### config.mk
export PLATFORM = sky130hd
export DESIGN_NAME = strseq_top
export DESIGN_NICKNAME = d
export VERILOG_FILES = /design/src/rtl/strseq_pkg.sv /design/src/rtl/strseq_index.sv /design/src/rtl/strseq_count.sv /design/src/rtl/strseq_ctrl.sv /design/src/rtl/strseq_top.sv
export SDC_FILE = /design/constraint.sdc
export NUM_CORES = 1
export LEC_CHECK = 0
export BUFFER_PORTS_ARGS = -buffer_cell sky130_fd_sc_hd__buf_4
export CORE_AREA = 5 5 105 107
export DETAILED_ROUTE_END_ITERATION = 7
export DIE_AREA = 0 0 110 112
export REMOVE_ABC_BUFFERS = 1
export SLEW_MARGIN = 20
export SYNTH_ARGS = -nofsm -noshare
export SYNTH_HDL_FRONTEND = slang
export SYNTH_SLANG_ARGS = --single-unit
### constraint.sdc
create_clock -name clk -period 6.17 [get_ports clk]
set_clock_uncertainty 0.05 [all_clocks]
set_input_delay 0 -clock clk [delete_from_list [all_inputs] [get_ports clk]]
set_output_delay 0 -clock clk [all_outputs]
set_load 0.05 [all_outputs]
### src/rtl/strseq_pkg.sv
package strseq_pkg;

    typedef enum logic [1:0] {
        KIND_MOVE  = 2'd0,
        KIND_STORE = 2'd1,
        KIND_LOAD  = 2'd2,
        KIND_ALT   = 2'd3
    } op_kind_e;

    typedef enum logic {
        ST_IDLE   = 1'b0,
        ST_ACTIVE = 1'b1
    } seq_state_e;

    typedef struct packed {
        logic     dir_down;
        logic     word;
        logic     rep;
        op_kind_e kind;
    } op_cfg_t;

    localparam int NUM_IDX  = 2;
    localparam int IDX_SRC  = 0;
    localparam int IDX_DST  = 1;
    localparam int STEP_BYTE = 1;
    localparam int STEP_WORD = 2;

    function automatic logic kind_uses_src(input op_kind_e k);
        return (k != KIND_STORE);
    endfunction

    function automatic logic kind_uses_dst(input op_kind_e k);
        return (k != KIND_LOAD);
    endfunction

    function automatic logic kind_uses(input op_kind_e k, input int which);
        return (which == IDX_SRC) ? kind_uses_src(k) : kind_uses_dst(k);
    endfunction

endpackage

### src/rtl/strseq_index.sv
module strseq_index #(
    parameter int AW = 16
) (
    input  logic          clk,
    input  logic          rst,
    input  logic          ld,
    input  logic [AW-1:0] ld_val,
    input  logic          adv,
    input  logic          dir_down,
    input  logic          word,
    output logic [AW-1:0] idx
);
    import strseq_pkg::*;

    localparam logic [AW-1:0] INC_B = AW'(STEP_BYTE);
    localparam logic [AW-1:0] INC_W = AW'(STEP_WORD);

    logic [AW-1:0] idx_q;
    logic [AW-1:0] step_amt;
    logic [AW-1:0] idx_nxt;

    always_comb begin
        step_amt = word ? INC_W : INC_B;
        idx_nxt  = dir_down ? (idx_q - step_amt) : (idx_q + step_amt);
    end

    always_ff @(posedge clk) begin
        if (rst) begin
            idx_q <= '0;
        end else if (ld) begin
            idx_q <= ld_val;
        end else if (adv) begin
            idx_q <= idx_nxt;
        end
    end

    assign idx = idx_q;

    // an index only moves when loaded or advanced
    p_idx_hold_r3: assert property (@(posedge clk) disable iff (rst)
        (!ld && !adv) |=> $stable(idx_q));

    // an advance always changes the index (step is nonzero)
    p_idx_moves_r4: assert property (@(posedge clk) disable iff (rst)
        (adv && !ld) |=> (idx_q != $past(idx_q)));

endmodule

### src/rtl/strseq_count.sv
module strseq_count #(
    parameter int CW = 16
) (
    input  logic          clk,
    input  logic          rst,
    input  logic          ld,
    input  logic [CW-1:0] ld_val,
    input  logic          dec,
    output logic [CW-1:0] cnt,
    output logic          is_zero,
    output logic          is_one
);
    localparam logic [CW-1:0] CNT_ONE = CW'(1);

    logic [CW-1:0] cnt_q;

    always_ff @(posedge clk) begin
        if (rst) begin
            cnt_q <= '0;
        end else if (ld) begin
            cnt_q <= ld_val;
        end else if (dec) begin
            cnt_q <= cnt_q - CNT_ONE;
        end
    end

    always_comb begin
        cnt     = cnt_q;
        is_zero = (cnt_q == '0);
        is_one  = (cnt_q == CNT_ONE);
    end

    // one decrement per repeated element
    p_cnt_dec_r6: assert property (@(posedge clk) disable iff (rst)
        (dec && !ld) |=> (cnt_q == $past(cnt_q) - CNT_ONE));

    // a decrement never starts from zero
    p_cnt_no_underflow_r6: assert property (@(posedge clk) disable iff (rst)
        dec |-> !is_zero);

endmodule

### src/rtl/strseq_ctrl.sv
module strseq_ctrl (
    input  logic                clk,
    input  logic                rst,
    input  logic                start,
    input  logic                step_ack,
    input  strseq_pkg::op_cfg_t cfg_in,
    input  logic                cnt_zero,
    input  logic                cnt_one,
    output strseq_pkg::op_cfg_t cfg_q,
    output logic                idle,
    output logic                step,
    output logic                dec,
    output logic                done
);
    import strseq_pkg::*;

    seq_state_e state_q, state_d;
    op_cfg_t    cfg_r;
    logic       done_q;
    logic       accept;
    logic       skip;
    logic       last;

    always_comb begin
        accept  = (state_q == ST_IDLE) && start;
        skip    = accept && cfg_in.rep && cnt_zero;
        step    = (state_q == ST_ACTIVE) && step_ack;
        last    = step && (!cfg_r.rep || cnt_one);
        dec     = step && cfg_r.rep;
        state_d = state_q;
        case (state_q)
            ST_IDLE:   if (accept && !skip) state_d = ST_ACTIVE;
            ST_ACTIVE: if (last)            state_d = ST_IDLE;
            default:                        state_d = ST_IDLE;
        endcase
    end

    always_ff @(posedge clk) begin
        if (rst) begin
            state_q <= ST_IDLE;
            cfg_r   <= '0;
            done_q  <= 1'b0;
        end else begin
            state_q <= state_d;
            done_q  <= skip || last;
            if (accept) begin
                cfg_r <= cfg_in;
            end
        end
    end

    assign cfg_q = cfg_r;
    assign idle  = (state_q == ST_IDLE);
    assign done  = done_q;

    // done is a single-cycle pulse
    p_done_pulse_r9: assert property (@(posedge clk) disable iff (rst)
        done_q |=> !done_q);

    // done only appears while idle
    p_done_idle_r9: assert property (@(posedge clk) disable iff (rst)
        done_q |-> (state_q == ST_IDLE));

    // a zero-count repeat start finishes at once without going active
    p_zero_skip_r7: assert property (@(posedge clk) disable iff (rst)
        (accept && cfg_in.rep && cnt_zero) |=> (done_q && state_q == ST_IDLE));

    // captured setup holds while an operation runs
    p_cfg_hold_r10: assert property (@(posedge clk) disable iff (rst)
        (state_q == ST_ACTIVE) |=> $stable(cfg_r));

endmodule

### src/rtl/strseq_top.sv
module strseq_top #(
    parameter int AW = 16,
    parameter int CW = 16
) (
    input  logic          clk,
    input  logic          rst,
    input  logic          ld_src_en,
    input  logic          ld_dst_en,
    input  logic          ld_cnt_en,
    input  logic [AW-1:0] ld_data,
    input  logic          dir_down,
    input  logic          word_sel,
    input  logic          rep_en,
    input  logic [1:0]    op_kind,
    input  logic          start,
    input  logic          step_ack,
    output logic          busy,
    output logic          req,
    output logic          use_src,
    output logic          use_dst,
    output logic [AW-1:0] src_addr,
    output logic [AW-1:0] dst_addr,
    output logic [CW-1:0] count,
    output logic          done
);
    import strseq_pkg::*;

    op_cfg_t       cfg_in;
    op_cfg_t       cfg_q;
    logic          idle;
    logic          step;
    logic          dec;
    logic          cnt_zero;
    logic          cnt_one;
    logic [AW-1:0] idx   [NUM_IDX];
    logic          ld_en [NUM_IDX];

    always_comb begin
        cfg_in.dir_down   = dir_down;
        cfg_in.word       = word_sel;
        cfg_in.rep        = rep_en;
        cfg_in.kind       = op_kind_e'(op_kind);
        ld_en[IDX_SRC]    = ld_src_en && idle;
        ld_en[IDX_DST]    = ld_dst_en && idle;
    end

    strseq_ctrl u_ctrl (
        .clk      (clk),
        .rst      (rst),
        .start    (start),
        .step_ack (step_ack),
        .cfg_in   (cfg_in),
        .cnt_zero (cnt_zero),
        .cnt_one  (cnt_one),
        .cfg_q    (cfg_q),
        .idle     (idle),
        .step     (step),
        .dec      (dec),
        .done     (done)
    );

    for (genvar g = 0; g < NUM_IDX; g++) begin : g_idx
        logic adv_g;
        assign adv_g = step && kind_uses(cfg_q.kind, g);
        strseq_index #(.AW(AW)) u_index (
            .clk      (clk),
            .rst      (rst),
            .ld       (ld_en[g]),
            .ld_val   (ld_data),
            .adv      (adv_g),
            .dir_down (cfg_q.dir_down),
            .word     (cfg_q.word),
            .idx      (idx[g])
        );
    end

    strseq_count #(.CW(CW)) u_count (
        .clk     (clk),
        .rst     (rst),
        .ld      (ld_cnt_en && idle),
        .ld_val  (ld_data[CW-1:0]),
        .dec     (dec),
        .cnt     (count),
        .is_zero (cnt_zero),
        .is_one  (cnt_one)
    );

    assign busy     = !idle;
    assign req      = !idle;
    assign use_src  = !idle && kind_uses_src(cfg_q.kind);
    assign use_dst  = !idle && kind_uses_dst(cfg_q.kind);
    assign src_addr = idx[IDX_SRC];
    assign dst_addr = idx[IDX_DST];

    // a store leaves the source index alone
    p_store_src_r5: assert property (@(posedge clk) disable iff (rst)
        (req && step_ack && cfg_q.kind == KIND_STORE) |=> $stable(src_addr));

    // a load leaves the destination index alone
    p_load_dst_r5: assert property (@(posedge clk) disable iff (rst)
        (req && step_ack && cfg_q.kind == KIND_LOAD) |=> $stable(dst_addr));

    // without repeat the count is untouched by a step
    p_norep_cnt_r8: assert property (@(posedge clk) disable iff (rst)
        (req && step_ack && !cfg_q.rep) |=> $stable(count));

    // without repeat one acknowledge ends the operation
    p_norep_single_r8: assert property (@(posedge clk) disable iff (rst)
        (req && step_ack && !cfg_q.rep) |=> (done && !busy));

    // count load is ignored while busy and not stepping
    p_ld_busy_r2: assert property (@(posedge clk) disable iff (rst)
        (busy && ld_cnt_en && !step_ack) |=> $stable(count));

endmodule

==> run_results.csv <==
group,metric,value,unit
synth,yosysTopAreaCell,"dfxtp_1",
grt,track_usage,0.200,
worst_setup_path,slowest_delay,0.61,ns
worst_setup_path,reg2regPathDepth,10,
timing,worst_pin_slew,0.959,ns
drt,drt_first_pass_iters,5,
layout,diodes,0,
synth,synth_top_cell_area_share,0.281,
timing,hold_viol_final,0,
status,status,"complete, no violations",
drt,drc_errors,0,
drt,drt_iter0_drc,278,
synth,synth_seq_cells,55,
grt,overflow,0,
synth,synthMostInstantiatedCell,"a21oi_1",
clock_network,clk_pin_slew,0.11,ns
synth,ys_types,55,
worst_setup_path,critPathMaxFanout,32,
clock_network,clockBufferDepth,2,
grt,grt_pass1_vias,3866,
power,peakVddDrop,0.100,mV
timing,clock.fmax,0.325,GHz
synth,postSynthCellCount,497,
worst_setup_path,critPathKind,"flip-flop to flip-flop",
drt,final_antenna_net_count,0,
clock_network,clock_latency,0.31,ns
clock_network,htreeDepth,2,
grt,grt_pass1_wl,19800,um
clock_network,cts_tree,"done",
drt,totalWireLength,12500,um
drt,vias_per_cell,5.82,
worst_setup_path,crit_path_frequent_cell,"xor2_1",
synth,synth_area,3920,sq um
clock_network,cts_buffers,5,
flow_run,drv_cap,0,
worst_setup_path,crit_end,"g_idx[0].u_index.idx[14]",
grt,antenna_found_initial,0,
timing,relSlewSlack,0.359,
timing,finalCritPeriodShare,0.499,
power,power_leakage,2.11,nW
layout,syn2layout_area_growth,26.1,%
timing,drv_slew,0,
worst_setup_path,end_kind,"flip-flop",
layout,drive_gt1_frac,0.166,
layout,final_nets,645,
floorplan,dieArea,12300,sq um
synth,yosys-top-cells-count,"a21oi_1 (61), dfxtp_1 (55), nor2_1 (44)",
synth,yosys-top-cells-area,"dfxtp_1 (28%), ha_1 (11%), a21oi_1 (7.8%)",
min_path,hp-class,"primary input to flip-flop",
timing,setup_viol,0,
floorplan,io_pins,81,
layout,fillCellCount,1000,
grt,grt_start_max_net_pins,59,
floorplan,rows,37,
drt,vias,4198,
timing,fin_crit,3.08,ns
synth,synthArstFlopShare,0,
timing,rsz0062_at_grt,"false",
clock_network,cts_sinks,55,
synth,synth-edff-count,0,
worst_setup_path,regToRegSetupSlack,3.09,ns
worst_setup_path,crit_required,6.31,ns
worst_setup_path,crit_start,"u_ctrl.cfg_q[4]",
synth,synth-seq-area-share,0.281,
clock_network,ctsResizeCount,0,
worst_setup_path,crit_arrival,3.22,ns
worst_setup_path,crit_path_start_kind,"flip-flop",
power,power_density,214,nW/um^2
floorplan,die_w,110,um
drt,wl_per_cell,17.4,um
placed_design,place_congestion,0.859,
clock_network,cts-root-buf,"clkbuf_8",
placed_design,hpwl,9080,um
floorplan,die_y,112,um
placed_design,placedCellCount,691,
placed_design,numPortBuffers,80,
worst_setup_path,slowest_stage,"nor2b_1",
worst_setup_path,path_cells,"buf_4, nor2b_1, xor2_1, ha_1, a21oi_1, a211oi_1, or2_2, a221oi_1, xor2_1, o22ai_1",
worst_setup_path,timing.rr.end,"g_idx[0].u_index.idx[14]",
synth,syn_area_per_cell,7.88,sq um
floorplan,start_util,0.390,
synth,ys_warn_count,0,
floorplan,core_area,10000,sq um
worst_setup_path,r2r_start,"u_ctrl.cfg_q[4]",
timing,setup_tns,0,ns
synth,synthFlopType,"dfxtp_1",
layout,fin_cells,721,
[kinds of logic (layout without fill, tap and decap cells)]
logic type	count (synthesis)	in the layout	synth area share
compound gates	188	188	0.317
xor+xnor	17	17	0.0380
fa+ha+maj	35	35	0.110
buf+inv	37	125	0.0374
flops	55	55	0.281
mux	5	5	0.0128
simple gates	160	160	0.203
[metal layers]
metal	global-route usage	share of wire	wire length, um	vias to the layer above
met5	0	0	0	-
li1	-	-	-	2081
met3	0.0377	0.063	793	9
met4	0.0416	0.0097	121	0
met2	0.303	0.44	5490	138
met1	0.293	0.49	6100	1970
[layout by cell type (no fill, tap or decap), types with 5 or more instances in the layout]
master	synthesis	layout
a31oi_1	6	6
o22ai_1	8	8
mux2i_1	5	5
o211ai_1	10	10
a221oi_1	10	10
or3_1	5	5
xor2_1	6	6
nor2_1	44	44
nand3_1	14	14
nor3_1	16	16
dfxtp_1	55	55
inv_1	10	10
ha_1	33	33
a21oi_1	61	61
and3_1	8	8
nand2_1	34	34
nor2b_1	8	8
a21o_1	10	10
dlygate4sd3_1	0	22
xnor2_1	11	11
a22oi_1	22	22
clkbuf_8	0	7
o32ai_1	7	7
o21ai_0	17	17
nand2b_1	8	8
o21a_1	11	11
buf_4	1	85
[power by group]
group	leakage, nW	total [mW]	internal [mW]	switching [mW]
clock	0.0505	0.230	0.103	0.127
sequential	0.452	0.417	0.383	0.0341
combinational	1.61	0.409	0.150	0.259
[critical path, delay by kind of cell (launching register included)]
family / cells / cell delay, ns
AO/OA/AOI/OAI: 4 / 0.70
XOR/XNOR: 2 / 0.33
adder cells (fa/ha/maj): 1 / 0.26
buffers and inverters: 1 / 0.36
flip-flops: 1 / 0.32
AND/OR/NAND/NOR: 2 / 0.93
[what timing repair did]
item                                    4_1_cts  5_1_grt
endpoints found under the setup margin        0        0
hold buffers                                 22        0
hold endpoints to repair                     49        0
buffers inserted                              0        0
[metrics by stage]
step / setup slack, ns / util / hold WS [ns] / instance area [sq um] / power (mW)
finish: 3.09 / 0.492 / 0.0490 / 4940 / 1.06
CTS: 3.08 / 0.492 / 0.0285 / 4940 / 1.06
global placement: 3.18 / 0.460 / 0.184 / 4620 / 0.815
floorplan: 3.21 / - / 0.0191 / 3810 / 0.691
global route: 2.79 / 0.492 / 0.0868 / 4940 / 1.11
detailed placement: 3.13 / 0.460 / 0.187 / 4620 / 0.819
[how the worst min path moves through the flow]
| stage | from | endpoint | slack, ns | cells after the start |
|---|---|---|---|---|
| after CTS | ld_src_en | g_idx[0].u_index.idx[11] | 0.03 | 4 |
| after global routing | ld_src_en | g_idx[0].u_index.idx[11] | 0.09 | 4 |
| final | ld_src_en | g_idx[0].u_index.idx[11] | 0.05 | 4 |
| after detailed placement | word_sel | u_ctrl.cfg_q[3] | 0.19 | 3 |
| after floorplan | rst | g_idx[0].u_index.idx[1] | 0.02 | 1 |
| after global placement | word_sel | u_ctrl.cfg_q[3] | 0.18 | 3 |
[flip-flops by register name (all words and copies together) (netlist names)]
| signal | count |
|---|---|
| u_ctrl.done | 1 |
| u_ctrl.state_q | 1 |
| u_count.cnt | 16 |
| g_idx.u_index.idx | 32 |
| u_ctrl.cfg_q | 5 |
[area by class of cell]
type                            count  area (sq um)  area share
Timing Repair Buffer              107           858       0.174
Clock inverter                      1          7.51     0.00152
Inverter                           10          37.5     0.00759
Sequential cell                    55          1100       0.223
Clock buffer                        7          96.3      0.0195
Tap cell                          136           170      0.0344
Multi-Input combinational cell    405          2670       0.541
(Power assumes the default switching activity.)
